$ cat config.mk
export PLATFORM = sky130hd
export DESIGN_NAME = bcd_calendar
export DESIGN_NICKNAME = d
export VERILOG_FILES = /design/src/rtl/bcd_calendar.sv
export SDC_FILE = /design/constraint.sdc
export NUM_CORES = 1
export LEC_CHECK = 0
export ABC_AREA = 1
export CAP_MARGIN = 10
export CELL_PAD_IN_SITES_DETAIL_PLACEMENT = 1
export CELL_PAD_IN_SITES_GLOBAL_PLACEMENT = 1
export CORE_ASPECT_RATIO = 1.1
export CORE_MARGIN = 2
export CORE_UTILIZATION = 40
export CTS_BUF_LIST = sky130_fd_sc_hd__clkbuf_8
export DETAILED_ROUTE_END_ITERATION = 10
export GPL_ROUTABILITY_DRIVEN = 0
export HOLD_SLACK_MARGIN = 0.15
export PLACE_DENSITY_LB_ADDON = 0.2
export SLEW_MARGIN = 15
export SYNTH_ARGS = -nofsm -noshare
export SYNTH_HDL_FRONTEND = slang
export SYNTH_SLANG_ARGS = --single-unit
export TNS_END_PERCENT = 50
$ cat constraint.sdc
create_clock -name clk -period 2.8 [get_ports clk]
set_input_delay 0.56 -clock clk [delete_from_list [all_inputs] [get_ports clk]]
set_output_delay 0.56 -clock clk [all_outputs]
set_load 0.05 [all_outputs]
$ cat src/rtl/bcd_calendar.sv
module bcd_calendar #(
  parameter int unsigned CLK_HZ = 50_000_000
) (
  input  logic       clk,
  input  logic       rst_n,
  input  logic       ld_en,
  input  logic [2:0] ld_sel,
  input  logic [7:0] ld_data,
  input  logic [2:0] rd_addr,
  output logic [7:0] rd_data
);

  localparam int unsigned PW = (CLK_HZ > 1) ? $clog2(CLK_HZ) : 1;
  localparam logic [PW-1:0] PLAST = PW'(CLK_HZ - 1);

  logic [PW-1:0] presc_q;
  logic          tick, adv;
  logic [6:0]    sec_q, min_q;
  logic [7:0]    hr_q, yr_q;
  logic [5:0]    date_q;
  logic [4:0]    mon_q;
  logic [2:0]    dow_q;

  function automatic logic [7:0] inc8(input logic [7:0] v);
    return (v[3:0] == 4'd9) ? {v[7:4] + 4'd1, 4'd0} : {v[7:4], v[3:0] + 4'd1};
  endfunction

  assign tick = (presc_q == PLAST);
  assign adv  = tick && !ld_en;

  always_ff @(posedge clk or negedge rst_n)
    if (!rst_n)                presc_q <= '0;
    else if (ld_en || tick)    presc_q <= '0;
    else                       presc_q <= presc_q + 1'b1;

  // seconds / minutes
  logic       sec_wrap, min_wrap;
  logic [7:0] sec_nx, min_nx;
  assign sec_wrap = ({1'b0, sec_q} == 8'h59);
  assign min_wrap = ({1'b0, min_q} == 8'h59);
  assign sec_nx   = sec_wrap ? 8'h00 : inc8({1'b0, sec_q});
  assign min_nx   = min_wrap ? 8'h00 : inc8({1'b0, min_q});

  logic min_step, hr_step;
  assign min_step = adv && sec_wrap;
  assign hr_step  = min_step && min_wrap;

  // hours
  logic       mode24, pm;
  logic [7:0] h24, h12, nx24, nx12;
  logic       pm_nx, day_flag;
  logic [7:0] hr_nx;
  assign mode24 = hr_q[7];
  assign pm     = hr_q[5];
  assign h24    = {2'b00, hr_q[5:0]};
  assign h12    = {3'b000, hr_q[4:0]};
  assign nx24   = (h24 == 8'h23) ? 8'h00 : inc8(h24);

  always_comb begin
    pm_nx = pm;
    if (h12 == 8'h11) begin
      nx12  = 8'h12;
      pm_nx = !pm;
    end else if (h12 == 8'h12) begin
      nx12 = 8'h01;
    end else begin
      nx12 = inc8(h12);
    end
  end

  assign day_flag = mode24 ? (h24 == 8'h23) : ((h12 == 8'h11) && pm);
  assign hr_nx    = mode24 ? {2'b10, nx24[5:0]} : {2'b00, pm_nx, nx12[4:0]};

  logic day_step;
  assign day_step = hr_step && day_flag;

  // date / month / year
  logic [7:0] ybin, last_day, date_nx;
  logic       leap, date_wrap, mon_wrap, yr_wrap;
  logic [7:0] mon_nx, yr_nx;
  assign ybin = ({4'b0, yr_q[7:4]} * 8'd10) + {4'b0, yr_q[3:0]};
  assign leap = (ybin[1:0] == 2'b00);

  always_comb
    case (mon_q)
      5'h02:                      last_day = leap ? 8'h29 : 8'h28;
      5'h04, 5'h06, 5'h09, 5'h11: last_day = 8'h30;
      default:                    last_day = 8'h31;
    endcase

  assign date_wrap = ({2'b00, date_q} == last_day);
  assign date_nx   = date_wrap ? 8'h01 : inc8({2'b00, date_q});
  assign mon_wrap  = ({3'b000, mon_q} == 8'h12);
  assign mon_nx    = mon_wrap ? 8'h01 : inc8({3'b000, mon_q});
  assign yr_wrap   = (yr_q == 8'h99);
  assign yr_nx     = yr_wrap ? 8'h00 : inc8(yr_q);

  logic mon_step, yr_step;
  assign mon_step = day_step && date_wrap;
  assign yr_step  = mon_step && mon_wrap;

  // state
  always_ff @(posedge clk or negedge rst_n)
    if (!rst_n) begin
      sec_q  <= 7'h00;
      min_q  <= 7'h00;
      hr_q   <= 8'h00;
      date_q <= 6'h01;
      mon_q  <= 5'h01;
      yr_q   <= 8'h00;
      dow_q  <= 3'd0;
    end else if (ld_en) begin
      case (ld_sel)
        3'd0:    sec_q  <= ld_data[6:0];
        3'd1:    min_q  <= ld_data[6:0];
        3'd2:    hr_q   <= {ld_data[7], 1'b0, ld_data[5:0]};
        3'd3:    date_q <= ld_data[5:0];
        3'd4:    mon_q  <= ld_data[4:0];
        3'd5:    yr_q   <= ld_data;
        3'd6:    dow_q  <= ld_data[2:0];
        default: ;
      endcase
    end else begin
      if (adv)      sec_q  <= sec_nx[6:0];
      if (min_step) min_q  <= min_nx[6:0];
      if (hr_step)  hr_q   <= hr_nx;
      if (day_step) begin
        date_q <= date_nx[5:0];
        dow_q  <= (dow_q == 3'd6) ? 3'd0 : dow_q + 3'd1;
      end
      if (mon_step) mon_q  <= mon_nx[4:0];
      if (yr_step)  yr_q   <= yr_nx;
    end

  always_comb
    case (rd_addr)
      3'd0:    rd_data = {1'b0, sec_q};
      3'd1:    rd_data = {1'b0, min_q};
      3'd2:    rd_data = hr_q;
      3'd3:    rd_data = {2'b00, date_q};
      3'd4:    rd_data = {3'b000, mon_q};
      3'd5:    rd_data = yr_q;
      3'd6:    rd_data = {5'b00000, dow_q};
      default: rd_data = 8'h00;
    endcase

endmodule

After elaboration in Yosys (flattened, before gate mapping)
Index checks and enable logic that the tools add are counted.
{"block": "word_totals", "input_bits": 17, "ram_bits": 0, "elab_cells": 158, "out_inout_bits": 8, "rom_bits": 0, "regBits": 70, "mem_count": 0, "latch_bits": 0}
{"block": "op_classes", "muxes": 44, "n_lt_le_gt_ge": 0, "n_reduce_logical": 41, "n_mul": 1, "bitwise_logic": 0, "div": 0, "add_sub_neg": 16, "n_eq_ne": 41, "shift": 0}
{"op": "8-bit 2-to-1 mux", "count": 9}
{"op": "7-bit 2-to-1 mux", "count": 10}
{"op": "8-bit one-hot mux with 7 select lines", "count": 1}
{"op": "6-bit 2-to-1 mux", "count": 7}
{"op": "5-bit 2-to-1 mux", "count": 8}
{"op": "4-bit by 1-bit adder with 4-bit output (second input constant)", "count": 7}
{"op": "26-bit by 1-bit adder with 26-bit output (second input constant)", "count": 1}
{"op": "26-bit == test (second input constant)", "count": 1}
{"op": "26-bit 2-to-1 mux", "count": 1}
{"op": "4-bit == test (second input constant)", "count": 6}
{"op": "3-bit == test (second input constant)", "count": 7}
{"op": "5-bit == test (second input constant)", "count": 4}
{"op": "3-bit nonzero test", "count": 6}
{"op": "3-bit AND reduction", "count": 5}
{"op": "7-bit == test (second input constant)", "count": 2}
{"op": "2-bit by 1-bit != test with 1-bit output (second input constant)", "count": 7}
{"op": "2-bit AND reduction", "count": 7}
{"op": "3-bit by 2-bit == test with 1-bit output (second input constant)", "count": 4}
{"op": "3-bit 2-to-1 mux", "count": 4}
{"op": "2-bit nonzero test", "count": 6}
{"op": "5-bit by 3-bit == test with 1-bit output (second input constant)", "count": 2}
{"op": "5-bit one-hot mux with 2 select lines", "count": 1}
{"op": "3-bit by 1-bit adder with 3-bit output (second input constant)", "count": 3}
{"op": "6-bit by 8-bit == test with 1-bit output", "count": 1}
{"op": "other kinds (19)", "count": 33}

Logic depth before layout (Yosys ltp)
Gate-level depths: netlist of the first run.
{"block": "depth", "ltp_word": 10, "depth_mapped": 14, "mapped_depth_nobuf": 14}

Least setup slack after synthesis of the first run
No wires, ideal clock.
{"block": "synth_timing", "kind": "input to output", "startpoint": "in rd_addr[0]", "endpoint": "out rd_data[7]", "path_buffers": 0, "t_required_ns": 2.240, "arrival_ns": 1.938, "path_slack_ns": 0.302, "cell_stages": 4, "path_cell_list": "inv_1 -> nor3_1 -> inv_1 -> o22ai_1"}
{"block": "synth_between", "elab_chain_cells": 2, "elab_cells_between_ends": 8, "classes_between": "eq/ne: 6; mux: 1; reduce/logical: 1"}
{"item": "start: declaration", "line": "9", "text": "input logic [2:0] rd_addr,"}
{"item": "3-bit == test (tied with other cells)", "line": "136", "text": "case (rd_addr)"}
{"item": "8-bit one-hot mux with 7 select lines *", "line": "136"}
{"item": "end: declaration", "line": "10", "text": "output logic [7:0] rd_data"}
Every way passes the cells marked *; elsewhere a longest branch is shown, timed or not.

Worst setup path after layout of the first run
{"block": "layout_timing", "startpoint": "in rd_addr[0]", "endpoint": "out rd_data[1]"}
The elaborated chain is that of the path after synthesis.

==> key figures, run 1 <==
Clock network
  – Clk sink count: 69
  – Clock tree from TritonCTS: built
  – Insertion delay of the later-clocked pin in the worst-skew pair: between 300 and 400 ps
  – Number of buffers inserted during clock tree synthesis: 9
  – Clock root buffer: sky130_fd_sc_hd__clkbuf_8
  – H-tree depth reported by CTS: 3
  – Register clock-pin slew on the reported worst setup and hold paths: around 70 ps
  – Longest Clk Path Bufs: 2

Layout
  – Commonest non-fill, non-tap cell in the layout: sky130_fd_sc_hd__nand2_1
  – Fraction of the core area covered by cells at the end of the flow: a little under half
  – Post-layout nets: 723
  – Fraction of layout instances using a drive strength above 1: a little under an eighth
  – Design Area, Final: ~5500 um2
  – Post-Layout Cell Count: 844
  – Number of inserted filler cells in the final layout: 1450
  – Commonest cells after routing, fill and taps aside: sky130_fd_sc_hd__nand2_1, sky130_fd_sc_hd__inv_1, sky130_fd_sc_hd__nor2_1
  – Antenna diode instance count: 0
  – Signed area change from the synthesized netlist to the final layout: 17.2%

Floorplan
  – Starting Density: about two fifths
  – Area of the die: around 13000 um2
  – Core area: about 11000 um2
  – Number of cell rows: 41
  – Die Width: about 110 um
  – Die Y-Extent: 117 um
  – Ports placed on the boundary: 25

Synth
  – Proportion of register bits with asynchronous set or reset after synthesis: 100%
  – Number of enable-type register cells in the synthesized netlist: 0
  – Seq/Total Area, Yosys: between 30% and 40%
  – Warning count from the yosys run: 0
  – Area share of the leading cell type in the synthesized netlist: 35.9%
  – Dominant cell type by area after synthesis: sky130_fd_sc_hd__dfrtp_1
  – Avg Inst Size Synth: around 7.2 um2
  – Flop and latch count out of synthesis: 69
  – Dominant cells by area after synthesis: sky130_fd_sc_hd__dfrtp_1, sky130_fd_sc_hd__nand2_1, sky130_fd_sc_hd__inv_1
  – Prevailing post-synth register cell: sky130_fd_sc_hd__dfrtp_1
  – Post-synthesis net count: 685
  – Synthesized instance count: between 600 and 700
  – Number of different library cells in the post-synthesis netlist: 44
  – Post-Synthesis Cell Area: between 4000 and 5000 um2

Worst setup path
  – Required time reported for the critical path endpoint: about 2200 ps
  – Critical path's slowest cell: sky130_fd_sc_hd__clkdlybuf4s50_1
  – Critical setup path kind: in2out
  – Data arrival at the endpoint of the critical path: between 2000 and 2500 ps
  – Combined buffer and inverter count along the critical path: 4
  – Startpoint of the most critical setup path: rd_addr[0]
  – Family of cells with the greatest summed delay on the critical path: buffers and inverters
  – Series of cell instances along the critical path: clkdlybuf4s50_1 > inv_1 > nor3_2 > inv_1 > o22ai_1 > a221oi_1 > nand2_1 > buf_12
  – Startpoint of the worst-slack reg-to-reg timing path: presc_q[0]$_DFF_PN0_
  – Most prevalent standard cell on the critical path: sky130_fd_sc_hd__inv_1
  – Critical path capture point type: output port
  – Worst r2r dst: yr_q[5]$_DFFE_PN0P_
  – R2R setup slack: about 510 ps
  – Total number of cells along the worst setup path: 8
  – Kind of start point of the critical path: primary input
  – Max stage delay on crit path: about 460 ps
  – Crit-path max FO: 5
  – Setup crit end: rd_data[1]
  – FF-to-FF path depth: 12

Global route
  – Pin count of the biggest net entering global routing: 29
  – Overflow left after global routing: 0
  – Via count of the first global-routing pass: slightly below 5000
  – Global-route wire length before repair: roughly 25 mm
  – Antenna violations before repair: 0
  – GR Util All Layers: 25.7%

STA
  – Max-slew violations: 0
  – Unrepaired setup endpoints after global routing: yes
  – Post-layout min period: between 2000 and 3000 ps
  – Clk_skew: between 10 and 15 ps
  – Hold violation total from the final report: 0
  – Headroom to the max-slew limit: 56.7%
  – Post-route setup TNS: 0 ps
  – Upper clock frequency limit: 0.362 GHz
  – Final setup margin: between 30 and 40 ps
  – Setup Viol. Count Final: 0
  – Final worst-path cycle share: a little over nine tenths
  – Worst slew pin tran: 641 ps

Hold path
  – Worst hold-check path type: reg2reg
  – Number of instances on the worst hold path: 2

Power
  – Register share of total power: about two fifths
  – Internal power: roughly 2 mW
  – Leakage power: approximately 2.5 nW
  – Power share of the clock group: around 28%
  – Net Switching: between 1 and 1.5 mW
  – Switching part of the total power: about 38%
  – VDD IR-drop max: between 0.3 and 0.4 mV
  – Power Dens Cells: about 600 nW/um2
  – Relative contribution of combinational cells to total power: between 30% and 40%

Placed design
  – Placed Area: 5210 um2
  – Port Buf Inserts: 24
  – Count of placed standard cells including taps: a little over 800
  – Placement-stage worst setup slack: 28.4 ps
  – Placed wire-length estimate after detailed placement: 11.7 mm

Drt
  – Detailed-route DRC error count: 0
  – Vias post-DR: 4605
  – Total wirelength of the detailed-routed design: roughly 15 mm
  – Detail-routed net length per standard cell: approximately 18 um
  – Initial detailed-routing violation count: 246
  – Via-per-instance ratio: between 5 and 6
  – Routed Antenna Nets: 0
  – Total iterations of the first detailed-routing run: 5

Flow run
  – Maxcap violations: 0

Status
  – Status: complete, no violations
[tightest hold or removal path, cell delays in order, from the launching register on]
cell and delay [ps]:
sky130_fd_sc_hd__dfrtp_1 350, sky130_fd_sc_hd__nand2_1 60, sky130_fd_sc_hd__nand2_1 50
[cells in the mapped netlist, types with 3 or more instances]
library cell               instances
sky130_fd_sc_hd__a21oi_1          23
sky130_fd_sc_hd__o221ai_1          4
sky130_fd_sc_hd__nand3_1          48
sky130_fd_sc_hd__nor3_1           22
sky130_fd_sc_hd__dfrtp_1          67
sky130_fd_sc_hd__a221oi_1          4
sky130_fd_sc_hd__xnor2_1           8
sky130_fd_sc_hd__ha_1             16
sky130_fd_sc_hd__nand2_2           9
sky130_fd_sc_hd__or2_2             3
sky130_fd_sc_hd__inv_2             8
sky130_fd_sc_hd__buf_2             4
sky130_fd_sc_hd__o21ai_0          56
sky130_fd_sc_hd__inv_1            75
sky130_fd_sc_hd__xor2_1           14
sky130_fd_sc_hd__a31oi_1           5
sky130_fd_sc_hd__nand4_1           9
sky130_fd_sc_hd__nor2_2            9
sky130_fd_sc_hd__o21ai_1           5
sky130_fd_sc_hd__nand2_1         151
sky130_fd_sc_hd__o22ai_1          10
sky130_fd_sc_hd__nor2_1           72
[power groups by stage]
| stage | sequential, mW | clock (mW) | combinational (mW) |
|---|---|---|---|
| floorplan | 1.31 | 0 | 0.651 |
| global placement | 1.36 | 0 | 0.950 |
| detailed placement | 1.37 | 0 | 0.991 |
| CTS | 1.35 | 0.946 | 1.00 |
| global route | 1.38 | 0.981 | 1.13 |
| finish | 1.36 | 0.926 | 1.01 |
[layer usage]
layer  track usage (%)  vias to the layer above  share of wire, %
met1              32.7                     2236                44
met4              10.4                        0               2.9
li1                  -                     2241                 -
met5                 0                        -                 0
met2              42.6                      101                49
met3              4.72                       27               4.1
[through the flow]
stage | power (mW) | hold slack, ps
final | 3.30 | 487
after global placement | 2.31 | 460
after detailed placement | 2.36 | 476
after floorplan | 1.96 | 264
after CTS | 3.30 | 494
after global routing | 3.49 | 526
[kinds of logic (layout without fill, tap and decap cells)]
family / after synthesis / count (layout) / synth area share [%]
flip-flops: 69 / 69 / 37.0
buffers and inverters: 90 / 132 / 7.49
AO/OA/AOI/OAI: 118 / 118 / 14.4
multiplexers: 2 / 2 / 0.482
adder cells (fa/ha/maj): 16 / 16 / 4.28
AND/OR/NAND/NOR: 335 / 335 / 32.2
XOR/XNOR: 22 / 22 / 4.12
[area by class of cell]
type                            instances  area (um2)  share of cell area, %
Timing Repair Buffer                   34         393                   7.17
Inverter                               83         312                   5.68
Multi-Input combinational cell        493        2650                   48.3
Sequential cell                        69        1730                   31.6
Clock buffer                           10         138                   2.51
Clock inverter                          5        75.1                   1.37
Tap cell                              150         188                   3.42
[flip-flops by register name (all words and copies together) (netlist names)]
name,count
min_q,7
sec_q,7
yr_q,8
dow_q,3
mon_q,5
presc_q,26
hr_q,7
date_q,6
[worst min-delay path by stage]
stage	endpoint	slack, ps	startpoint
after CTS	yr_q[7]$_DFFE_PN0P_	490	yr_q[7]$_DFFE_PN0P_
after global placement	yr_q[7]$_DFFE_PN0P_	460	yr_q[7]$_DFFE_PN0P_
after floorplan	date_q[1]$_DFFE_PN0P_	260	rst_n
after global routing	date_q[5]$_DFFE_PN0P_	530	date_q[5]$_DFFE_PN0P_
final	yr_q[7]$_DFFE_PN0P_	490	yr_q[7]$_DFFE_PN0P_
after detailed placement	yr_q[7]$_DFFE_PN0P_	480	yr_q[7]$_DFFE_PN0P_
[timing repair]
action / 4_1_cts / 5_1_grt
setup buffers: 0 / 0
hold endpoints to repair: 16 / 0
gates resized for setup: 0 / 10
setup endpoints to repair: 0 / 7
hold buffers: 1 / 0
No activity file was read; power rests on OpenSTA's default activity.
==> run 2: changes to the inputs <==
--- a/config.mk
+++ b/config.mk
@@ -5,7 +5,7 @@
 export SDC_FILE = /design/constraint.sdc
 export NUM_CORES = 1
 export LEC_CHECK = 0
-export ABC_AREA = 1
+export ABC_AREA = 0
 export CAP_MARGIN = 10
 export CELL_PAD_IN_SITES_DETAIL_PLACEMENT = 1
 export CELL_PAD_IN_SITES_GLOBAL_PLACEMENT = 1
==> constraint.sdc (replaced) <==
create_clock -name clk -period 3.1 [get_ports clk]
set_input_delay 0.62 -clock clk [delete_from_list [all_inputs] [get_ports clk]]
set_output_delay 0.62 -clock clk [all_outputs]
set_load 0.05 [all_outputs]
==> run 2 against run 1 <==
Die area rose by 0.36%. Wire length shrank 5.9%. Register-to-register slack worse by 210 ps. Critical path depth fell by 3. Hold slack worse by 230 ps. Clock power grew 10%.
==> key figures, run 2 <==
Status
  – Status: complete, no violations

Worst setup path
  – Worst r2r dst: yr_q[5]$_DFFE_PN0P_
  – Kind of start point of the critical path: primary input
  – Critical path's slowest cell: sky130_fd_sc_hd__clkdlybuf4s50_1
  – Required time reported for the critical path endpoint: 2480 ps (+240 ps)
  – Setup crit end: rd_data[0]
  – FF-to-FF path depth: 7 (-5)
  – Crit-path max FO: 15 (+10)
  – Startpoint of the worst-slack reg-to-reg timing path: sec_q[0]$_DFFE_PN0P_
  – Critical setup path kind: in2out
  – Max stage delay on crit path: 720 ps (+260 ps)
  – R2R setup slack: 300 ps (-210 ps)
  – Series of cell instances along the critical path: clkdlybuf4s50_1 > buf_4 > a22oi_1 > o221ai_1 > buf_12
  – Critical path capture point type: output port
  – Data arrival at the endpoint of the critical path: 2330 ps (+130 ps)
  – Startpoint of the most critical setup path: rd_addr[0]

Power
  – Power share of the clock group: 30.7% (+2.6 points)
  – VDD IR-drop max: 0.278 mV (-22%)
  – Net Switching: 1.18 mW (-6.0%)
  – Register share of total power: 40.2% (-1.0 points)
  – Relative contribution of combinational cells to total power: 29.1% (-1.6 points)
  – Internal power: 2.16 mW (+5.6%)
  – Leakage power: 2.27 nW (-9.5%)
  – Switching part of the total power: 35.2% (-2.7 points)
  – Power Dens Cells: 611 nW/um2 (+1.5%)

Floorplan
  – Area of the die: 12600 um2 (+0.36%)
  – Die Width: 107 um (+0.18%)
  – Core area: 11400 um2 (unchanged)
  – Ports placed on the boundary: 25 (unchanged)
  – Die Y-Extent: 118 um (+0.18%)
  – Number of cell rows: 41 (unchanged)
  – Starting Density: 41.0% (+0.15 points)

STA
  – Max-slew violations: 0 (unchanged)
  – Clk_skew: 10.7 ps (-2.15 ps)
  – Headroom to the max-slew limit: 57.8% (+1.1 points)
  – Upper clock frequency limit: roughly 0.34 GHz
  – Setup Viol. Count Final: 0 (unchanged)
  – Post-layout min period: around 2900 ps
  – Worst slew pin tran: 629 ps (-11.8 ps)
  – Hold violation total from the final report: 0 (unchanged)
  – Final worst-path cycle share: 95.0%
  – Post-route setup TNS: 0 ps (unchanged)
  – Unrepaired setup endpoints after global routing: no

Placed design
  – Placed Area: 5190 um2 (-0.41%)
  – Placed wire-length estimate after detailed placement: 10.5 mm (-10%)
  – Port Buf Inserts: 24 (unchanged)

Global route
  – Global-route wire length before repair: 23.6 mm (-6.3%)
  – GR Util All Layers: 23.9% (-1.8 points)
  – Antenna violations before repair: 0 (unchanged)
  – Pin count of the biggest net entering global routing: 49 (+69%)
  – Via count of the first global-routing pass: 4488 (-7.7%)
  – Overflow left after global routing: 0 (unchanged)

Synth
  – Post-synthesis net count: 573 (-16%)
  – Share of synthesized cell area in full adder, half adder and majority cells: 4.27% (-0.016 points)
  – Warning count from the yosys run: 0 (unchanged)
  – Post-synthesis simple-gate area fraction: 24.3% (-8.0 points)
  – Number of different library cells in the post-synthesis netlist: 68 (+55%)
  – Seq/Total Area, Yosys: 36.8% (-0.14 points)
  – Area share of the leading cell type in the synthesized netlist: 35.7% (-0.13 points)
  – Synthesized instance count: 540 (-17%)
  – Post-Synthesis Cell Area: 4690 um2 (+0.37%)
  – Multiplexer share of the synthesized area: 7.36% (+6.9 points)
  – Avg Inst Size Synth: 8.69 um2 (+21%)
  – Number of enable-type register cells in the synthesized netlist: 0 (unchanged)
  – List of most frequent post-synthesis cells: sky130_fd_sc_hd__dfrtp_1, sky130_fd_sc_hd__nor2_1, sky130_fd_sc_hd__nand2_1
  – Dominant cells by area after synthesis: sky130_fd_sc_hd__dfrtp_1, sky130_fd_sc_hd__nor2_1, sky130_fd_sc_hd__mux2_2
  – Post-synthesis xor/xnor area fraction: 5.04% (+0.92 points)
  – Dominant cell type by area after synthesis: sky130_fd_sc_hd__dfrtp_1
  – Combinational family with the most area after synthesis: simple AND/OR/NAND/NOR gates
  – Leading cell type by number of instances after synthesis: sky130_fd_sc_hd__dfrtp_1
  – Flop and latch count out of synthesis: 69 (unchanged)
  – Proportion of register bits with asynchronous set or reset after synthesis: 100% (unchanged)
  – Compound-Gate Fraction of Synth Area: 17.9% (+3.5 points)
  – Prevailing post-synth register cell: sky130_fd_sc_hd__dfrtp_1

Layout
  – Post-layout nets: 600 (-17%)
  – Largest register by flop count: presc_q
  – Antenna diode instance count: 0 (unchanged)
  – Commonest cells after routing, fill and taps aside: sky130_fd_sc_hd__dfrtp_1, sky130_fd_sc_hd__nor2_1, sky130_fd_sc_hd__nand2_1
  – Commonest non-fill, non-tap cell in the layout: sky130_fd_sc_hd__dfrtp_1
  – Design Area, Final: 5460 um2 (-0.32%)
  – Number of flip-flops in the largest register: 26 (unchanged)
  – Registers with the most flip-flops: presc_q x26, yr_q x8
  – Signed area change from the synthesized netlist to the final layout: 16.4%
  – Fraction of layout instances using a drive strength above 1: 14.3% (+2.4 points)

Hold path
  – Worst hold-check path type: in2async

Drt
  – Vias post-DR: 4193 (-8.9%)
  – Total iterations of the first detailed-routing run: 4 (-1)
  – Detail-routed net length per standard cell: 19.7 um (+10%)
  – Detailed-route DRC error count: 0 (unchanged)
  – Initial detailed-routing violation count: 200 (-19%)
  – Via-per-instance ratio: 5.81 (+6.4%)
  – Total wirelength of the detailed-routed design: 14.3 mm (-5.9%)
  – Routed Antenna Nets: 0 (unchanged)

Clock network
  – Number of buffers inserted during clock tree synthesis: 9 (unchanged)
  – Clk sink count: 69 (unchanged)
  – Longest Clk Path Bufs: 2 (unchanged)
  – H-tree depth reported by CTS: 3 (unchanged)
  – Clock tree from TritonCTS: built
  – Total setup buffers inserted after CTS: 0 (unchanged)
  – Clock root buffer: sky130_fd_sc_hd__clkbuf_8
  – Insertion delay of the later-clocked pin in the worst-skew pair: 360 ps (-20 ps)
  – Register clock-pin slew on the reported worst setup and hold paths: 90 ps (+20 ps)

Flow run
  – Maxcap violations: 0 (unchanged)
-- run 2: metrics by stage --
| step | setup WS (ps) | std cells | power (mW) | hold WS, ps | util [%] |
|---|---|---|---|---|---|
| global placement | 114 | 706 | 2.27 | 454 | 45.3 |
| CTS | 44.9 | 722 | 3.37 | 269 | 47.7 |
| global route | 43.4 | 722 | 3.53 | 278 | 47.8 |
| detailed placement | 53.3 | 706 | 2.32 | 476 | 45.3 |
| finish | 154 | 722 | 3.34 | 256 | 47.8 |
| floorplan | 90.6 | 540 | 1.95 | 324 | - |
-- run 2: area by class of cell --
class                   instances  area (um2)
fillers                      1355        5980
multi-input cells             421        2770
repair buffers                 41         415
clock inverters                 6         134
clock buffers                  10         138
inverters                      25        93.8
well taps                     150         188
flip-flops and latches         69        1730
-- run 2: repair_timing --
item / 4_1_cts / 5_1_grt
endpoints found under the setup margin: 0 / 5
gates resized for setup: 0 / 2
hold buffers: 0 / 0
endpoints found under the hold margin: 0 / 0
-- run 2: worst min-delay path by stage --
stage	startpoint	end	slack, ps	depth (start not counted)
6_report	rst_n	mon_q[4]$_DFFE_PN0P_	260	1
5_1_grt	rst_n	mon_q[2]$_DFFE_PN0P_	280	1
4_1_cts	rst_n	mon_q[1]$_DFFE_PN0P_	270	1
3_5_place_dp	presc_q[0]$_DFF_PN0_	presc_q[0]$_DFF_PN0_	480	1
3_3_place_gp	presc_q[0]$_DFF_PN0_	presc_q[0]$_DFF_PN0_	450	1
2_1_floorplan	rst_n	date_q[1]$_DFFE_PN0P_	320	0
-- run 2: critical path, delay by kind of cell --
kind | cells | cell delay (ps)
buf+inv | 3 | 1200
compound gates | 2 | 510
-- run 2: cell families after synthesis --
group,after synthesis
AOI/OAI and AO/OA,126
adders and majority gates,16
muxes,31
and+or+nand+nor,221
buffers and inverters,50
xor gates and xnor gates,27
DFF,69
-- run 2: routing by layer --
layer  routed length, um  GRT usage (%)  share of wire (%)  vias to the layer above
met4                 419           11.3                2.9                        0
met5                   0              0                  0                        -
met3                 350           2.82                2.5                       30
met2                7270           40.3                 51                       61
li1                    -              -                  -                     1999
met1                6210           30.2                 44                     2103
-- run 2: power groups by stage --
stage / clock, mW / combinational [mW] / sequential, mW
after CTS: 1.05 / 0.978 / 1.34
after global placement: 0 / 0.926 / 1.35
final: 1.02 / 0.972 / 1.34
after detailed placement: 0 / 0.966 / 1.36
after floorplan: 0 / 0.731 / 1.22
after global routing: 1.07 / 1.08 / 1.38
